--- config.mk ---
export PLATFORM = sky130hd
export DESIGN_NAME = page_req_match
export DESIGN_NICKNAME = d
export VERILOG_FILES = /design/src/rtl/pgreq_pkg.sv /design/src/rtl/pgreq_store.sv /design/src/rtl/pgreq_compare.sv /design/src/rtl/pgreq_status.sv /design/src/rtl/page_req_match.sv
export SDC_FILE = /design/constraint.sdc
export NUM_CORES = 1
export LEC_CHECK = 0
export ABC_AREA = 0
export BUFFER_PORTS_ARGS = -buffer_cell sky130_fd_sc_hd__buf_2
export CAP_MARGIN = 20
export CORE_UTILIZATION = 40
export CTS_BUF_LIST = sky130_fd_sc_hd__clkbuf_4
export DETAILED_ROUTE_END_ITERATION = 8
export PLACE_DENSITY = 0.7
export SLEW_MARGIN = 10
export SYNTH_ARGS = -nofsm -noshare
export SYNTH_HDL_FRONTEND = slang
export SYNTH_SLANG_ARGS = --single-unit
--- constraint.sdc ---
create_clock -name clk -period 2.73 [get_ports clk]
set_input_delay 0.273 -clock clk [delete_from_list [all_inputs] [get_ports clk]]
set_output_delay 0.273 -clock clk [all_outputs]
set_load 0.005 [all_outputs]
--- src/rtl/pgreq_pkg.sv ---
package pgreq_pkg;

    localparam int REQ_COLS  = 8;
    localparam int REQ_W     = 5;
    localparam int NDIG      = 7;
    localparam int STAT_COLS = 10;
    localparam int STAT_W    = 8;
    localparam int CTRL_BITS = 11;
    localparam int HERR_BITS = 8;

    localparam int CARE_BIT  = 4;
    localparam int HOLD_BIT  = 3;
    localparam int COL_MAG   = 0;

    // Significant bits of each request digit, in request column order
    localparam logic [3:0] DIG_MASK [NDIG] = '{4'h7, 4'hF, 4'hF, 4'h3, 4'hF, 4'h7, 4'hF};

    typedef enum logic [1:0] {
        ST_IDLE  = 2'd0,
        ST_SEEK  = 2'd1,
        ST_FOUND = 2'd2
    } seek_state_e;

    typedef struct packed {
        logic [2:0]           mag;
        logic [3:0]           pt;
        logic [3:0]           pu;
        logic [1:0]           ht;
        logic [3:0]           hu;
        logic [2:0]           mt;
        logic [3:0]           mu;
        logic [CTRL_BITS-1:0] ctrl;
        logic [HERR_BITS-1:0] herr;
    } hdr_t;

endpackage

--- src/rtl/pgreq_store.sv ---
module pgreq_store #(
    parameter int COLS = 8,
    parameter int W    = 5,
    localparam int PW  = $clog2(COLS)
) (
    input  logic                  clk,
    input  logic                  rst_n,
    input  logic                  ptr_load,
    input  logic [PW-1:0]         ptr_value,
    input  logic                  wr_en,
    input  logic [W-1:0]          wr_data,
    output logic [COLS-1:0][W-1:0] req_cols,
    output logic                  wr_done
);

    logic [PW-1:0] ptr_q;
    logic [PW-1:0] ptr_inc;
    logic [W-1:0]  col_q [COLS];

    // pointer load wins over a simultaneous write
    assign wr_done = wr_en && !ptr_load;
    assign ptr_inc = (ptr_q == PW'(COLS - 1)) ? '0 : ptr_q + 1'b1;

    always_ff @(posedge clk or negedge rst_n) begin
        if (!rst_n) begin
            ptr_q <= '0;
        end else if (ptr_load) begin
            ptr_q <= ptr_value;
        end else if (wr_done) begin
            ptr_q <= ptr_inc;
        end
    end

    generate
        for (genvar c = 0; c < COLS; c++) begin : g_col
            always_ff @(posedge clk or negedge rst_n) begin
                if (!rst_n) begin
                    col_q[c] <= '0;
                end else if (wr_done && ptr_q == PW'(c)) begin
                    col_q[c] <= wr_data;
                end
            end
            assign req_cols[c] = col_q[c];
        end
    endgenerate


    ptr_load_chk: assert property (@(posedge clk) disable iff (!rst_n)
        ptr_load |=> ptr_q == $past(ptr_value));


    ptr_step_chk: assert property (@(posedge clk) disable iff (!rst_n)
        wr_done |=> ptr_q == (($past(ptr_q) == PW'(COLS - 1)) ? '0 : $past(ptr_q) + 1'b1));


    col_write_chk: assert property (@(posedge clk) disable iff (!rst_n)
        wr_done |=> col_q[$past(ptr_q)] == $past(wr_data));

endmodule

--- src/rtl/pgreq_compare.sv ---
module pgreq_compare
    import pgreq_pkg::*;
#(
    parameter int COLS = 8,
    parameter int W    = 5
) (
    input  logic [COLS-1:0][W-1:0] req_cols,
    input  logic [2:0]             h_mag,
    input  logic [3:0]             h_pt,
    input  logic [3:0]             h_pu,
    input  logic [1:0]             h_ht,
    input  logic [3:0]             h_hu,
    input  logic [2:0]             h_mt,
    input  logic [3:0]             h_mu,
    input  logic [5:0]             h_err,
    output logic                   hit,
    output logic                   hold_open
);

    logic [3:0]      got  [NDIG];
    logic            gerr [NDIG];
    logic [COLS-1:0] dig_ok;

    // Header digits re-ordered into request column order
    always_comb begin
        got[0] = {1'b0, h_mag};  gerr[0] = 1'b0;
        got[1] = h_pt;           gerr[1] = h_err[1];
        got[2] = h_pu;           gerr[2] = h_err[0];
        got[3] = {2'b00, h_ht};  gerr[3] = h_err[5];
        got[4] = h_hu;           gerr[4] = h_err[4];
        got[5] = {1'b0, h_mt};   gerr[5] = h_err[3];
        got[6] = h_mu;           gerr[6] = h_err[2];
    end

    generate
        for (genvar d = 0; d < COLS; d++) begin : g_dig
            if (d < NDIG) begin : g_used
                logic care;
                logic same;
                assign care      = req_cols[d][CARE_BIT];
                assign same      = ((req_cols[d][3:0] ^ got[d]) & DIG_MASK[d]) == 4'h0;
                assign dig_ok[d] = !care || (same && !gerr[d]);
            end else begin : g_spare
                logic [W-1:0] spare_unused;
                assign spare_unused = req_cols[d];
                assign dig_ok[d]    = 1'b1;
            end
        end
    endgenerate

    assign hit       = &dig_ok;
    assign hold_open = req_cols[COL_MAG][HOLD_BIT];

endmodule

--- src/rtl/pgreq_status.sv ---
module pgreq_status
    import pgreq_pkg::*;
#(
    parameter int NCOL = STAT_COLS,
    localparam int RW  = NCOL * STAT_W
) (
    input  logic          clk,
    input  logic          rst_n,
    input  logic          capture,
    input  hdr_t          hdr,
    input  logic          found_n,
    input  logic          looking,
    output logic [RW-1:0] rec
);

    hdr_t       cap_q;
    logic [7:0] col [NCOL];

    always_ff @(posedge clk or negedge rst_n) begin
        if (!rst_n) begin
            cap_q <= '0;
        end else if (capture) begin
            cap_q <= hdr;
        end
    end

    always_comb begin
        for (int k = 0; k < NCOL; k++) col[k] = 8'h00;
        col[0] = {3'b000, cap_q.herr[0], cap_q.pu};
        col[1] = {3'b000, cap_q.herr[1], cap_q.pt};
        col[2] = {3'b000, cap_q.herr[2], cap_q.mu};
        col[3] = {3'b000, cap_q.herr[3], cap_q.ctrl[0], cap_q.mt};
        col[4] = {3'b000, cap_q.herr[4], cap_q.hu};
        col[5] = {3'b000, cap_q.herr[5], cap_q.ctrl[2], cap_q.ctrl[1], cap_q.ht};
        col[6] = {3'b000, cap_q.herr[6], cap_q.ctrl[6:3]};
        col[7] = {3'b000, cap_q.herr[7], cap_q.ctrl[10:7]};
        col[8] = {3'b000, found_n, 1'b0, cap_q.mag};
        col[9] = {2'b00, looking, 5'b00000};
    end

    generate
        for (genvar k = 0; k < NCOL; k++) begin : g_pack
            assign rec[k*STAT_W +: STAT_W] = col[k];
        end
    endgenerate


    reserved_zero_chk: assert property (@(posedge clk) disable iff (!rst_n)
        rec[(NCOL-1)*STAT_W +: STAT_W] == {2'b00, looking, 5'b00000});


    record_hold_chk: assert property (@(posedge clk) disable iff (!rst_n)
        !capture |=> $stable(rec[8*STAT_W-1:0]));

endmodule

--- src/rtl/page_req_match.sv ---
module page_req_match
    import pgreq_pkg::*;
#(
    parameter int REQ_NCOLS = REQ_COLS,
    localparam int PTR_W    = $clog2(REQ_NCOLS),
    localparam int REC_W    = STAT_COLS * STAT_W
) (
    input  logic                 clk,
    input  logic                 rst_n,
    input  logic                 ptr_load,
    input  logic [PTR_W-1:0]     ptr_value,
    input  logic                 req_wr,
    input  logic [REQ_W-1:0]     req_data,
    input  logic                 hdr_valid,
    input  logic [2:0]           hdr_mag,
    input  logic [3:0]           hdr_pt,
    input  logic [3:0]           hdr_pu,
    input  logic [1:0]           hdr_ht,
    input  logic [3:0]           hdr_hu,
    input  logic [2:0]           hdr_mt,
    input  logic [3:0]           hdr_mu,
    input  logic [CTRL_BITS-1:0] hdr_ctrl,
    input  logic [HERR_BITS-1:0] hdr_herr,
    output logic                 found_n,
    output logic                 looking,
    output logic [REC_W-1:0]     status_rec
);

    logic [REQ_NCOLS-1:0][REQ_W-1:0] req_cols;
    logic        wr_done;
    logic        hit;
    logic        hold_open;
    logic        accept;
    logic        capture;
    hdr_t        hdr;
    seek_state_e state_q;
    seek_state_e state_d;

    assign hdr = '{mag: hdr_mag, pt: hdr_pt, pu: hdr_pu, ht: hdr_ht, hu: hdr_hu,
                   mt: hdr_mt, mu: hdr_mu, ctrl: hdr_ctrl, herr: hdr_herr};

    pgreq_store #(
        .COLS (REQ_NCOLS),
        .W    (REQ_W)
    ) u_store (
        .clk       (clk),
        .rst_n     (rst_n),
        .ptr_load  (ptr_load),
        .ptr_value (ptr_value),
        .wr_en     (req_wr),
        .wr_data   (req_data),
        .req_cols  (req_cols),
        .wr_done   (wr_done)
    );

    pgreq_compare #(
        .COLS (REQ_NCOLS),
        .W    (REQ_W)
    ) u_cmp (
        .req_cols  (req_cols),
        .h_mag     (hdr_mag),
        .h_pt      (hdr_pt),
        .h_pu      (hdr_pu),
        .h_ht      (hdr_ht),
        .h_hu      (hdr_hu),
        .h_mt      (hdr_mt),
        .h_mu      (hdr_mu),
        .h_err     (hdr_herr[5:0]),
        .hit       (hit),
        .hold_open (hold_open)
    );

    // a header counts only when it matches, hold is open and no write competes
    assign accept  = hdr_valid && hit && hold_open && !wr_done;
    assign capture = accept && (state_q != ST_IDLE);

    always_comb begin
        state_d = state_q;
        unique case (state_q)
            ST_IDLE:  if (wr_done) state_d = ST_SEEK;
            ST_SEEK:  if (wr_done) state_d = ST_SEEK;
                      else if (accept) state_d = ST_FOUND;
            ST_FOUND: if (wr_done) state_d = ST_SEEK;
            default:  state_d = ST_IDLE;
        endcase
    end

    always_ff @(posedge clk or negedge rst_n) begin
        if (!rst_n) state_q <= ST_IDLE;
        else        state_q <= state_d;
    end

    always_comb begin
        found_n = (state_q != ST_FOUND);
        looking = (state_q == ST_SEEK);
    end

    pgreq_status #(
        .NCOL (STAT_COLS)
    ) u_status (
        .clk     (clk),
        .rst_n   (rst_n),
        .capture (capture),
        .hdr     (hdr),
        .found_n (found_n),
        .looking (looking),
        .rec     (status_rec)
    );


    write_seeks_chk: assert property (@(posedge clk) disable iff (!rst_n)
        wr_done |=> looking && found_n);


    capture_found_chk: assert property (@(posedge clk) disable iff (!rst_n)
        capture |=> !found_n && !looking);


    hold_freeze_chk: assert property (@(posedge clk) disable iff (!rst_n)
        hdr_valid && !hold_open && !wr_done |=> $stable(status_rec) && $stable(found_n));

endmodule

# After elaboration in Yosys (flattened, before gate mapping)
# Cells that the tools add are included.
# W data, S select, Z words.
[word_totals]
register_bits = 83
input_bits = 56
out_inout_bits = 82
wordCells = 99
[classes]
n_addsub = 1
n_eq_ne = 12
muxes = 7
bitwise_logic = 7
n_reduce_logical = 54
[op_table]
columns = ["op", "count"]
rows = [
  ["$logic_not A4 Y1", 7],
  ["$logic_and A1 B1 Y1", 18],
  ["$xor A4 B4 Y4", 4],
  ["$logic_not A1 Y1", 15],
  ["$eq A3 B3 Y1 const B", 4],
  ["$mux W3", 3],
  ["$logic_or A1 B1 Y1", 7],
  ["$reduce_and A7 Y1", 1],
  ["$eq A3 B2 Y1 const B", 2],
  ["$mux W2", 3],
  ["$xor A3 B3 Y3", 2],
  ["$pmux W2 S2", 1],
  ["$reduce_bool A2 Y1", 2],
  ["$add A3 B1 Y3 const B", 1],
  ["$eq A3 B1 Y1 const B", 1],
  ["$logic_not A3 Y1", 1],
  ["$ne A3 B1 Y1 const B", 1],
  ["$eq A2 B1 Y1 const B", 1],
  ["$eq A2 B2 Y1 const B", 1],
  ["$logic_not A2 Y1", 1],
  ["$ne A2 B1 Y1 const B", 1],
  ["$ne A2 B2 Y1 const B", 1],
  ["$reduce_and A2 Y1", 1],
  ["$reduce_or A2 Y1", 1],
  ["$xor A2 B2 Y2", 1],
]

# Longest topological paths before layout
# Gate-level depths: netlist (run 1).
[depth]
depth_word = 11
ltp_mapped = 8
mapped_depth_nobuf = 6

# By module
# Synthesis (run 1) repeated with hierarchy kept, for this count alone.
[unflattened]
cells_unflattened = 296
area_unflattened_um2 = 4342.9
[by_module_without_submodules]
columns = ["module", "instances", "cells_per_inst", "area_each_um2", "seq_area_each_um2"]
rows = [
  ["pgreq_status", 1, 129, 2083.2, 1076.0],
  ["pgreq_store", 1, 116, 1823.0, 1076.0],
  ["pgreq_compare", 1, 39, 319.1, 0.0],
  ["page_req_match", 1, 12, 117.6, 50.0],
]

# Worst setup path after synthesis (run 1)
# OpenSTA, ideal clock, no wires.
[synth_timing]
path_kind = "reg2reg"
startpoint = "register u_store.col_q (netlist bit u_store.req_cols[27])"
endpoint = "register u_status.cap_q (netlist bit u_status.rec[19])"
setup_ns = 0.125
arrival_time_ns = 1.896
t_required_ns = 2.605
setup_slack_ns = 0.709
stages_incl_launch_ff = 8
n_path_buf = 1
synth_period_minus_slack_ns = 2.021
path_cell_list = "dfrtp_1 -> xor2_1 -> o41ai_1 -> nand4_1 -> a221oi_2 -> o211ai_4 -> buf_6 -> mux2_4"
[synth_between]
elab_chain_cells = 9
[synth_lines]
columns = ["element", "line", "rtl"]
rows = [
  ["start, declared", "pgreq_store.sv:18", "logic [W-1:0] col_q [COLS];"],
  ["start signal, assigned by index", "pgreq_store.sv:40", "col_q[c] <= wr_data;"],
  ["$xor A3 B3 Y3", "pgreq_compare.sv:41", "assign same = ((req_cols[d][3:0] ^ got[d]) & DIG_MASK[d]) == 4'h0;"],
  ["$logic_not A4 Y1", "pgreq_compare.sv:41", ""],
  ["$logic_and A1 B1 Y1", "pgreq_compare.sv:42", "assign dig_ok[d] = !care || (same && !gerr[d]);"],
  ["$logic_or A1 B1 Y1", "pgreq_compare.sv:42", ""],
  ["$reduce_and A7 Y1", "pgreq_compare.sv:51", "assign hit = &dig_ok;"],
  ["$logic_and A1 B1 Y1 (3 in a row)", "page_req_match.sv:74", "assign accept = hdr_valid && hit && hold_open && !wr_done;"],
  ["$logic_and A1 B1 Y1", "page_req_match.sv:75", "assign capture = accept && (state_q != ST_IDLE);"],
  ["end signal, assigned", "pgreq_status.sv:23", "cap_q <= hdr;"],
  ["end, declared", "pgreq_status.sv:16", "hdr_t cap_q;"],
]
# No other way between the ends.
# A chain may end at the register's enable or synchronous reset.

# Final worst setup path (run 1)
[layout_timing]
startpoint = "register u_store.col_q (netlist bit u_store.req_cols[27])"
endpoint = "register u_status.cap_q (netlist bit u_status.rec[60])"
# Same word-level chain as after synthesis.

==> results of run 1 <==
==> where the power goes <==
| part | internal, µW | switching, µW |
|---|---|---|
| sequential | 1660 | 262 |
| combinational | 701 | 422 |
| clock | 471 | 404 |
==> flip-flops by register name, summed over array words and instances, names as in the netlist <==
signal,count
u_store.ptr_q,3
state_q,2
u_status.rec,43
u_store.req_cols,32
==> cell usage after synthesis <==
master    instances  area (µm²)
nand3_1           3        15.0
mux2_2           74         833
o21ai_0           3        15.0
dfrtp_1          80        2000
a22oi_1           2        15.0
inv_1             4        15.0
nand3b_1          1        7.51
o31ai_1           2        15.0
xor2_1           12         105
and3_1            1        6.26
mux2_4            3        45.0
mux2i_1           1        10.0
buf_4            37         278
clkbuf_1          1        3.75
nand2_1           7        26.3
o22ai_1           1        6.26
conb_1            1        3.75
xnor2_1          12         105
nand2b_1          3        18.8
o211ai_4          1        21.3
nor3_1            2        10.0
o41ai_1           1        8.76
ha_1              6        75.1
buf_6             4        45.0
nor2_1            7        26.3
buf_2             2        10.0
nand4_1           5        31.3
nor2b_1           1        6.26
a221oi_2          1        15.0
==> routing by layer <==
layer,track usage,part of all wire
met1,0.178,0.43
met4,0.0543,0.0065
met2,0.267,0.51
met5,0,0
met3,0.0387,0.050
==> final cells by class <==
type	instances	area, µm²	area share
Sequential cell	80	2000	0.450
Tap cell	111	139	0.0312
Clock inverter	5	106	0.0239
Inverter	4	15.0	0.00338
Multi-Input combinational cell	184	1550	0.349
Clock buffer	10	75.1	0.0169
Timing Repair Buffer	106	558	0.126
==> kinds of logic after synthesis <==
kind of cell	count (synthesis)	synth area share
flops	80	0.530
mux	78	0.235
buf+inv	48	0.0931
simple gates	30	0.0391
xor+xnor	24	0.0557
compound gates	11	0.0255
fa+ha+maj	6	0.0199
other cells	1	0.000993
==> stage by stage <==
| stage | hold WS [ps] | setup WS (ps) |
|---|---|---|
| after floorplan | -22.6 | 709 |
| after global placement | 481 | 495 |
| after detailed placement | 484 | 480 |
| after CTS | 38.2 | 463 |
| after global routing | 24.2 | 309 |
| final | 69.2 | 500 |
==> worst max path at each step <==
stage / start / end / cells past startpoint
after floorplan: u_store.req_cols[27]$_DFFE_PN0P_ / u_status.rec[19]$_DFFE_PN0P_ / 7
after global placement: hdr_mt[2] / u_status.rec[59]$_DFFE_PN0P_ / 8
after detailed placement: hdr_mt[2] / u_status.rec[52]$_DFFE_PN0P_ / 8
after CTS: u_store.req_cols[27]$_DFFE_PN0P_ / u_status.rec[65]$_DFFE_PN0P_ / 7
after global routing: u_store.req_cols[27]$_DFFE_PN0P_ / u_status.rec[65]$_DFFE_PN0P_ / 7
final: u_store.req_cols[27]$_DFFE_PN0P_ / u_status.rec[60]$_DFFE_PN0P_ / 7
==> worst min-delay path, delay by kind of cell <==
kind	cells	cell delay, ps
buffers and inverters	1	70
AND/OR/NAND/NOR	1	40
AO/OA/AOI/OAI	1	60
==> what timing repair did <==
action,CTS,global route
hold buffers,0,1
hold endpoints to repair,0,37
buffers inserted,0,0
==> run metrics, run 1 <==
Post-Synthesis Cells=roughly 280; WP data required=about 3000 ps; number of DRC markers in iteration 0=29; Inst Count DP=slightly below 500; half-perimeter wire length after placement=slightly below 5000 µm; share of the core filled with cells in the final layout=0.483; initial antenna violation count=0; P_leak=0.00230 µW; cell area after synthesis=about 0.0038 mm²; class of the worst hold path=in -> reg; kind of critical path=reg -> reg; clock transition at the registers of the reported paths=between 100 and 150 ps; endpoint class of the critical path=register; overall routing resource usage=0.151; count of clock tree sinks=80; largest delay contributor family on the critical path=compound AO/OA/AOI/OAI gates; maximum number of pins on one net before global-route repair=81; placeable core area=approximately 0.0092 mm²; highest ir drop seen on vdd=roughly 0.39 mV; final sum of negative setup slack=0 ps; layout net count=about 450; worst r2r path cells=7; maximum buffer depth of the clock tree=2; wire length of the first global-routing pass=11300 µm; status=finished, final reports clean; Non-Filler Instances=500; Yosys cell types=29; ANT nets after route=0; standard cell area after detailed placement=about 0.0042 mm²; Max Slew Vio Count=0; via count of the first global-routing pass=2360; number of diodes added for antenna fixing=0; clock root cell=clkbuf_4; height of the chip=between 90 and 100 µm; global route overflow=0; highest net fanout along the worst path=19; per-cell routed wire length=approximately 14 µm; length of the first detailed-routing pass in iterations=4; endpoints failing setup=0; critical register-to-register path endpoint=u_status.rec[60]$_DFFE_PN0P_; clock buffer count from CTS=9; maximum single-stage delay on the critical path=approximately 410 ps; power after layout=between 3000 and 4000 µW; Min-Delay Endpoint=u_store.ptr_q[0]$_DFFE_PN0P_; YS warnings=0; Max-Cap Viols=0; critical path cell sequence=xor2_1 > o41ai_1 > nand4_1 > a221oi_2 > o211ai_4 > buf_4 > mux2_4; Final Hold Violating Endpoints=0; Post-Layout Inst Area=0.00444 mm²; share of post-route cells with drive strength above 1=0.512; RSZ-0062 raised after global routing=false; # port buffers=102; sequential cell area fraction in the yosys report=0.530; worst setup slack for register-to-register paths=500 ps; die footprint=0.00983 mm²; row cnt=35; actual slew at the worst max-slew pin=roughly 760 ps; leading cell types in the layout, fill and taps excluded=101 x buf_2, 80 x dfrtp_1, 74 x mux2_2; area growth from synthesis to layout=17.7%; Max-Slew Margin vs Limit=0.488; commonest non-fill, non-tap cell in the layout=buf_2; data arrival time of the worst path=2530 ps; # fillers=857; # IOs=roughly 140; Worst Setup Start Kind=register; clock tree from TritonCTS=built; Synth Register Bits=80; highest-delay cell along the critical path=dfrtp_1; Die Width=99.1 µm; R2R Path Start=u_store.req_cols[27]$_DFFE_PN0P_; instance count along the most critical hold path=3; DR vias/cell=4.70; crit share post-route=0.817; Resized cells post-CTS=0; starting density of the core=0.410; via count=approximately 2400; number of buffer and inverter instances along the worst setup path=1; wire length after detailed routing=~6800 µm; setup skew after layout=17.9 ps; worst-skew pair later-pin latency=around 420 ps; weighted congestion reported at the end of routability-driven placement=between 0.7 and 0.8; shortest period the worst path allows=between 2000 and 2500 ps; H-Tree Depth=3; Pwr Density=between 800 and 900 mW/mm²; DR DRC count=0; Min-Delay Startpoint=ptr_value[0]; highest clock frequency the design can meet=~0.45 GHz; Post-Syn Area per Cell=between 10 and 15 µm²
(Power assumes the default switching activity.)
==> inputs of run 2 (changes only) <==
==> constraint.sdc (replaced) <==
create_clock -name clk -period 2.2 [get_ports clk]
set_input_delay 0.22 -clock clk [delete_from_list [all_inputs] [get_ports clk]]
set_output_delay 0.22 -clock clk [all_outputs]
set_load 0.005 [all_outputs]
==> run 2 against run 1 <==
Effect of this change: power rose by 21%; critical path depth did not move; combinational power rose by 29%; largest cell class unchanged; highest routed layer unchanged.
==> run metrics, run 2 (synthesized netlist as in run 1, its figures left out) <==
kind of critical path=reg -> reg; flip-flop count of the largest register, all copies and words added=43; starting density of the core=0.410; via count of the first global-routing pass=roughly 2300; DR vias/cell=around 4.7; area growth from synthesis to layout=23.3%; # IOs=138; die footprint=~0.0098 mm²; wire length of the first global-routing pass=~11000 µm; setup skew after layout=roughly 16 ps; crit share post-route=0.950; placeable core area=a little over 0.009 mm²; DR DRC count=0; Max Slew Vio Count=0; worst-skew pair later-pin latency=430 ps; worst setup slack for register-to-register paths=110 ps; half-perimeter wire length after placement=5210 µm; weighted congestion reported at the end of routability-driven placement=around 0.76; Inst Count DP=489; leading cell types in the layout, fill and taps excluded=101 x buf_2, 80 x dfrtp_1, 74 x mux2_2; layout net count=about 470; via count=around 2400; power after layout=roughly 4700 µW; # port buffers=between 100 and 150; actual slew at the worst max-slew pin=640 ps; number of diodes added for antenna fixing=0; highest-delay cell along the critical path=dfrtp_1; data arrival time of the worst path=between 2000 and 2500 ps; commonest non-fill, non-tap cell in the layout=buf_2; Max-Cap Viols=0; clock buffer count from CTS=9; P_leak=about 0.0024 µW; Die Width=99.1 µm; critical path cell sequence=xor2_1 > o41ai_2 > nand4_1 > a221oi_2 > o211ai_4 > buf_12 > mux2_4; final sum of negative setup slack=0 ps; endpoint class of the critical path=register; class of the worst hold path=in -> reg; maximum number of pins on one net before global-route repair=52; share of post-route cells with drive strength above 1=0.500; clock transition at the registers of the reported paths=around 130 ps; H-Tree Depth=3; global route overflow=0; WP data required=approximately 2500 ps; per-cell routed wire length=13.5 µm; height of the chip=99.1 µm; maximum buffer depth of the clock tree=2; Final Hold Violating Endpoints=0; clock root cell=clkbuf_4; length of the first detailed-routing pass in iterations=3; clock tree from TritonCTS=built; endpoints failing setup=0; overall routing resource usage=0.155; count of clock tree sinks=80; status=finished, final reports clean; initial antenna violation count=0; shortest period the worst path allows=2090 ps; ANT nets after route=0; Pwr Density=around 1000 mW/mm²; highest net fanout along the worst path=24; Max-Slew Margin vs Limit=0.574; highest ir drop seen on vdd=0.463 mV; maximum single-stage delay on the critical path=roughly 410 ps; Worst Setup Start Kind=register; highest clock frequency the design can meet=0.478 GHz; row cnt=35; wire length after detailed routing=just over 7000 µm; number of DRC markers in iteration 0=67; Non-Filler Instances=525; RSZ-0062 raised after global routing=true
## run 2: power by group
part / internal, µW / switching [µW] / total, µW
clock: 355 / 545 / 900
combinational: 904 / 541 / 1440
sequential: 2060 / 327 / 2390
total: 3320 / 1410 / 4730
## run 2: metrics by stage
step / worst slack (ps) / hold WS [ps] / util / area (µm²)
after floorplan: 179 / -75.6 / - / 3900
after detailed placement: 5.19 / 291 / 0.467 / 4290
after global routing: -27.7 / 0.705 / 0.506 / 4650
after CTS: 19.8 / 1.41 / 0.500 / 4600
final: 110 / 29.1 / 0.506 / 4650
after global placement: 60.6 / 287 / 0.467 / 4290
## run 2: area by class of cell
class	instances	area, µm²
clock buffer	9	67.6
clock inverter	7	78.8
fill	815	4540
inverter	4	15.0
multi-input combinational	184	1560
sequential	80	2000
tap	111	139
timing repair buffer	130	790
## run 2: worst max-delay path, delay by kind of cell, from the launching register on
family                    cells  cell delay [ps]
AOI/OAI and AO/OA             3              760
buffers and inverters         1              200
and+or+nand+nor               1              150
xor gates and xnor gates      1              150
muxes                         1              300
DFF                           1              410
## run 2: worst paths after layout
path,to,depth (start not counted),from
worst max register to register,u_status.rec[60]$_DFFE_PN0P_,7,u_store.req_cols[27]$_DFFE_PN0P_
worst max-delay path,u_status.rec[60]$_DFFE_PN0P_,7,u_store.req_cols[27]$_DFFE_PN0P_
max in group asynchronous,u_store.req_cols[26]$_DFFE_PN0P_,3,rst_n
worst min register to register,u_status.rec[32]$_DFFE_PN0P_,1,u_status.rec[32]$_DFFE_PN0P_
worst min-delay path,u_status.rec[60]$_DFFE_PN0P_,2,hdr_herr[7]
min in group asynchronous,u_status.rec[3]$_DFFE_PN0P_,2,rst_n
## run 2: timing repair
| action | in CTS | in global routing |
|---|---|---|
| hold endpoints to repair | 64 | 4 |
| gates cloned | 0 | 0 |
| buffers inserted | 0 | 0 |
| pin swaps | 0 | 1 |
| resized for setup | 1 | 2 |
| endpoints found under the setup margin | 2 | 43 |
| hold buffers | 16 | 4 |
## run 2: per-layer routing
metal,global-route usage,vias up,share of wire
met3,0.0302,12,0.039
met1,0.194,1190,0.45
met2,0.257,85,0.49
li1,-,1159,-
met4,0.0769,0,0.024
met5,0,-,0
==> inputs of run 3 (changes only) <==
--- a/config.mk
+++ b/config.mk
@@ -8,10 +8,11 @@
 export ABC_AREA = 0
 export BUFFER_PORTS_ARGS = -buffer_cell sky130_fd_sc_hd__buf_2
 export CAP_MARGIN = 20
-export CORE_UTILIZATION = 40
+export CORE_UTILIZATION = 51
 export CTS_BUF_LIST = sky130_fd_sc_hd__clkbuf_4
 export DETAILED_ROUTE_END_ITERATION = 8
-export PLACE_DENSITY = 0.7
+export PLACE_DENSITY = 0.85
+export RECOVER_POWER = 25
 export SLEW_MARGIN = 10
 export SYNTH_ARGS = -nofsm -noshare
 export SYNTH_HDL_FRONTEND = slang
==> run 3 against run 2 <==
Effect of this change: fmax down 1.6%; via count shrank 2.2%; core utilization up 14 points; critical endpoint is now u_status.rec[66]$_DFFE_PN0P_; largest cell class unchanged; setup slack lost 33 ps; register-to-register slack got worse by 30 ps; die area shrank 21%; power down 1.4%; flip-flop and latch count stayed put; clock skew down 0.74 ps.
==> run metrics, run 3 (synthesized netlist as in run 1, its figures left out) <==
status=finished, final reports clean; H-Tree Depth=3; wire length after detailed routing=between 6000 and 7000 µm; P_leak=approximately 0.0023 µW; number of diodes added for antenna fixing=0; endpoint class of the critical path=register; clock transition at the registers of the reported paths=around 130 ps; commonest non-fill, non-tap cell in the layout=buf_2; flip-flop count of the largest register, all copies and words added=43; count of clock tree sinks=80; starting density of the core=0.541; RSZ-0062 raised after global routing=false; Non-Filler Instances=approximately 500; highest clock frequency the design can meet=0.471 GHz; DR DRC count=0; Max-Slew Margin vs Limit=0.170; actual slew at the worst max-slew pin=about 1200 ps; area growth from synthesis to layout=18.9%; global route overflow=0; initial antenna violation count=0; class of the worst hold path=in -> reg; setup skew after layout=roughly 15 ps; highest ir drop seen on vdd=0.483 mV; highest net fanout along the worst path=19; row cnt=30; # IOs=between 100 and 150; WP data required=approximately 2500 ps; Post-Layout Inst Area=~0.0045 mm²; proportion of power drawn by combinational gates=0.309; layout net count=between 400 and 500; Final Hold Violating Endpoints=0; Die Width=approximately 88 µm; via count=2391; proportion of total power due to net switching=0.296; kind of critical path=reg -> reg; clock buffer count from CTS=9; Worst Setup Start Kind=register; endpoints failing setup=0; height of the chip=about 90 µm; overall routing resource usage=0.195; Min Hold Slack=roughly 25 ps; worst-skew pair later-pin latency=approximately 420 ps; weighted congestion reported at the end of routability-driven placement=just over 0.8; half-perimeter wire length after placement=5240 µm; clock root cell=clkbuf_4; share of the core filled with cells in the final layout=0.643; wire length of the first global-routing pass=around 11000 µm; power spent charging and discharging nets=1380 µW; highest metal layer used by the detailed router=met4; length of the first detailed-routing pass in iterations=4; maximum number of pins on one net before global-route repair=52; placeable core area=around 0.0070 mm²; leading cell types in the layout, fill and taps excluded=101 x buf_2, 80 x dfrtp_1, 74 x mux2_2; worst setup slack for register-to-register paths=80 ps; crit share post-route=0.965; die footprint=just under 0.008 mm²; cell internal power dissipation=roughly 3300 µW; data arrival time of the worst path=roughly 2400 ps; WL met2=roughly 3400 µm; Max-Cap Viols=0; Inst Count DP=~480; via count of the first global-routing pass=2371; Max Slew Vio Count=0; ANT nets after route=0; total length of routed met3 wires=roughly 380 µm; sum of routed wire segments on met1=3050 µm; share of post-route cells with drive strength above 1=0.514; per-cell routed wire length=roughly 14 µm; maximum buffer depth of the clock tree=2; # port buffers=102; part of the total power dissipated in the clock network=0.178; shortest period the worst path allows=about 2100 ps; Pwr Density=1040 mW/mm²; portion of total power attributed to sequential cells=0.513; DR vias/cell=4.79; clock tree from TritonCTS=built; standard cell area after detailed placement=0.00428 mm²; number of DRC markers in iteration 0=66
==> run 3: cell count changes in the layout (fill, tap and decap cells not counted) <==
cell and delta:
buf_4 +1, clkbuf_1 +1, clkbuf_2 +1, clkinv_1 +1
clkinv_2 +4, clkinvlp_4 -3, dlygate4sd3_1 -14, inv_6 -2
o31ai_1 +1, o31ai_2 -1
==> run 3: repair_timing <==
item / CTS / global route
gates resized for setup: 1 / 1
endpoints found under the hold margin: 52 / 2
endpoints found under the setup margin: 19 / 19
hold buffers: 4 / 2
setup buffers: 1 / 1
==> run 3: final timing paths <==
check                           depth (start not counted)                            to                             start
min in group asynchronous                               2        state_q[0]$_DFFE_PN0P_                             rst_n
worst max-delay path                                    7  u_status.rec[66]$_DFFE_PN0P_  u_store.req_cols[27]$_DFFE_PN0P_
worst min-delay path                                    2  u_status.rec[59]$_DFFE_PN0P_                      hdr_ctrl[10]
worst min register to register                          1  u_status.rec[49]$_DFFE_PN0P_      u_status.rec[49]$_DFFE_PN0P_
worst max register to register                          7  u_status.rec[66]$_DFFE_PN0P_  u_store.req_cols[27]$_DFFE_PN0P_
max in group asynchronous                               3  u_status.rec[66]$_DFFE_PN0P_                             rst_n
==> run 3: power by group through the flow <==
stage          logic [µW]  clock network [µW]  registers [µW]
6_report             1440                 832            2390
5_1_grt              1610                 912            2470
4_1_cts              1460                 857            2400
3_5_place_dp         1440                   0            2430
3_3_place_gp         1380                   0            2390
2_1_floorplan         891                   0            2410
==> run 3: layer usage <==
metal / vias to the layer above / global-route usage
met5: - / 0
met4: 0 / 0.0660
met3: 11 / 0.0566
met2: 93 / 0.326
met1: 1151 / 0.243
li1: 1136 / -
==> run 3: final cells by class <==
class                           count  area, µm²
Fill cell                         586       2490
Sequential cell                    80       2000
Multi-Input combinational cell    184       1560
Timing Repair Buffer              119        666
Tap cell                           96        120
Clock buffer                        9       67.6
Clock inverter                      7       62.6
Inverter                            4       15.0
==> run 3: stage by stage <==
step                      setup WS (ps)  power, µW  TNS [ps]
after detailed placement          -39.4       3870      -578
after CTS                          24.9       4710         0
after global placement             57.4       3770         0
final                              76.4       4660         0
after floorplan                     179       3300         0
after global routing               13.4       4990         0
==> run 3: critical path: stages (launching register included) <==
cell and delay (ps):
dfrtp_1 420, xor2_1 150, o41ai_2 340, nand4_1 150, a221oi_2 300, o211ai_4 150
buf_6 210, mux2_2 280
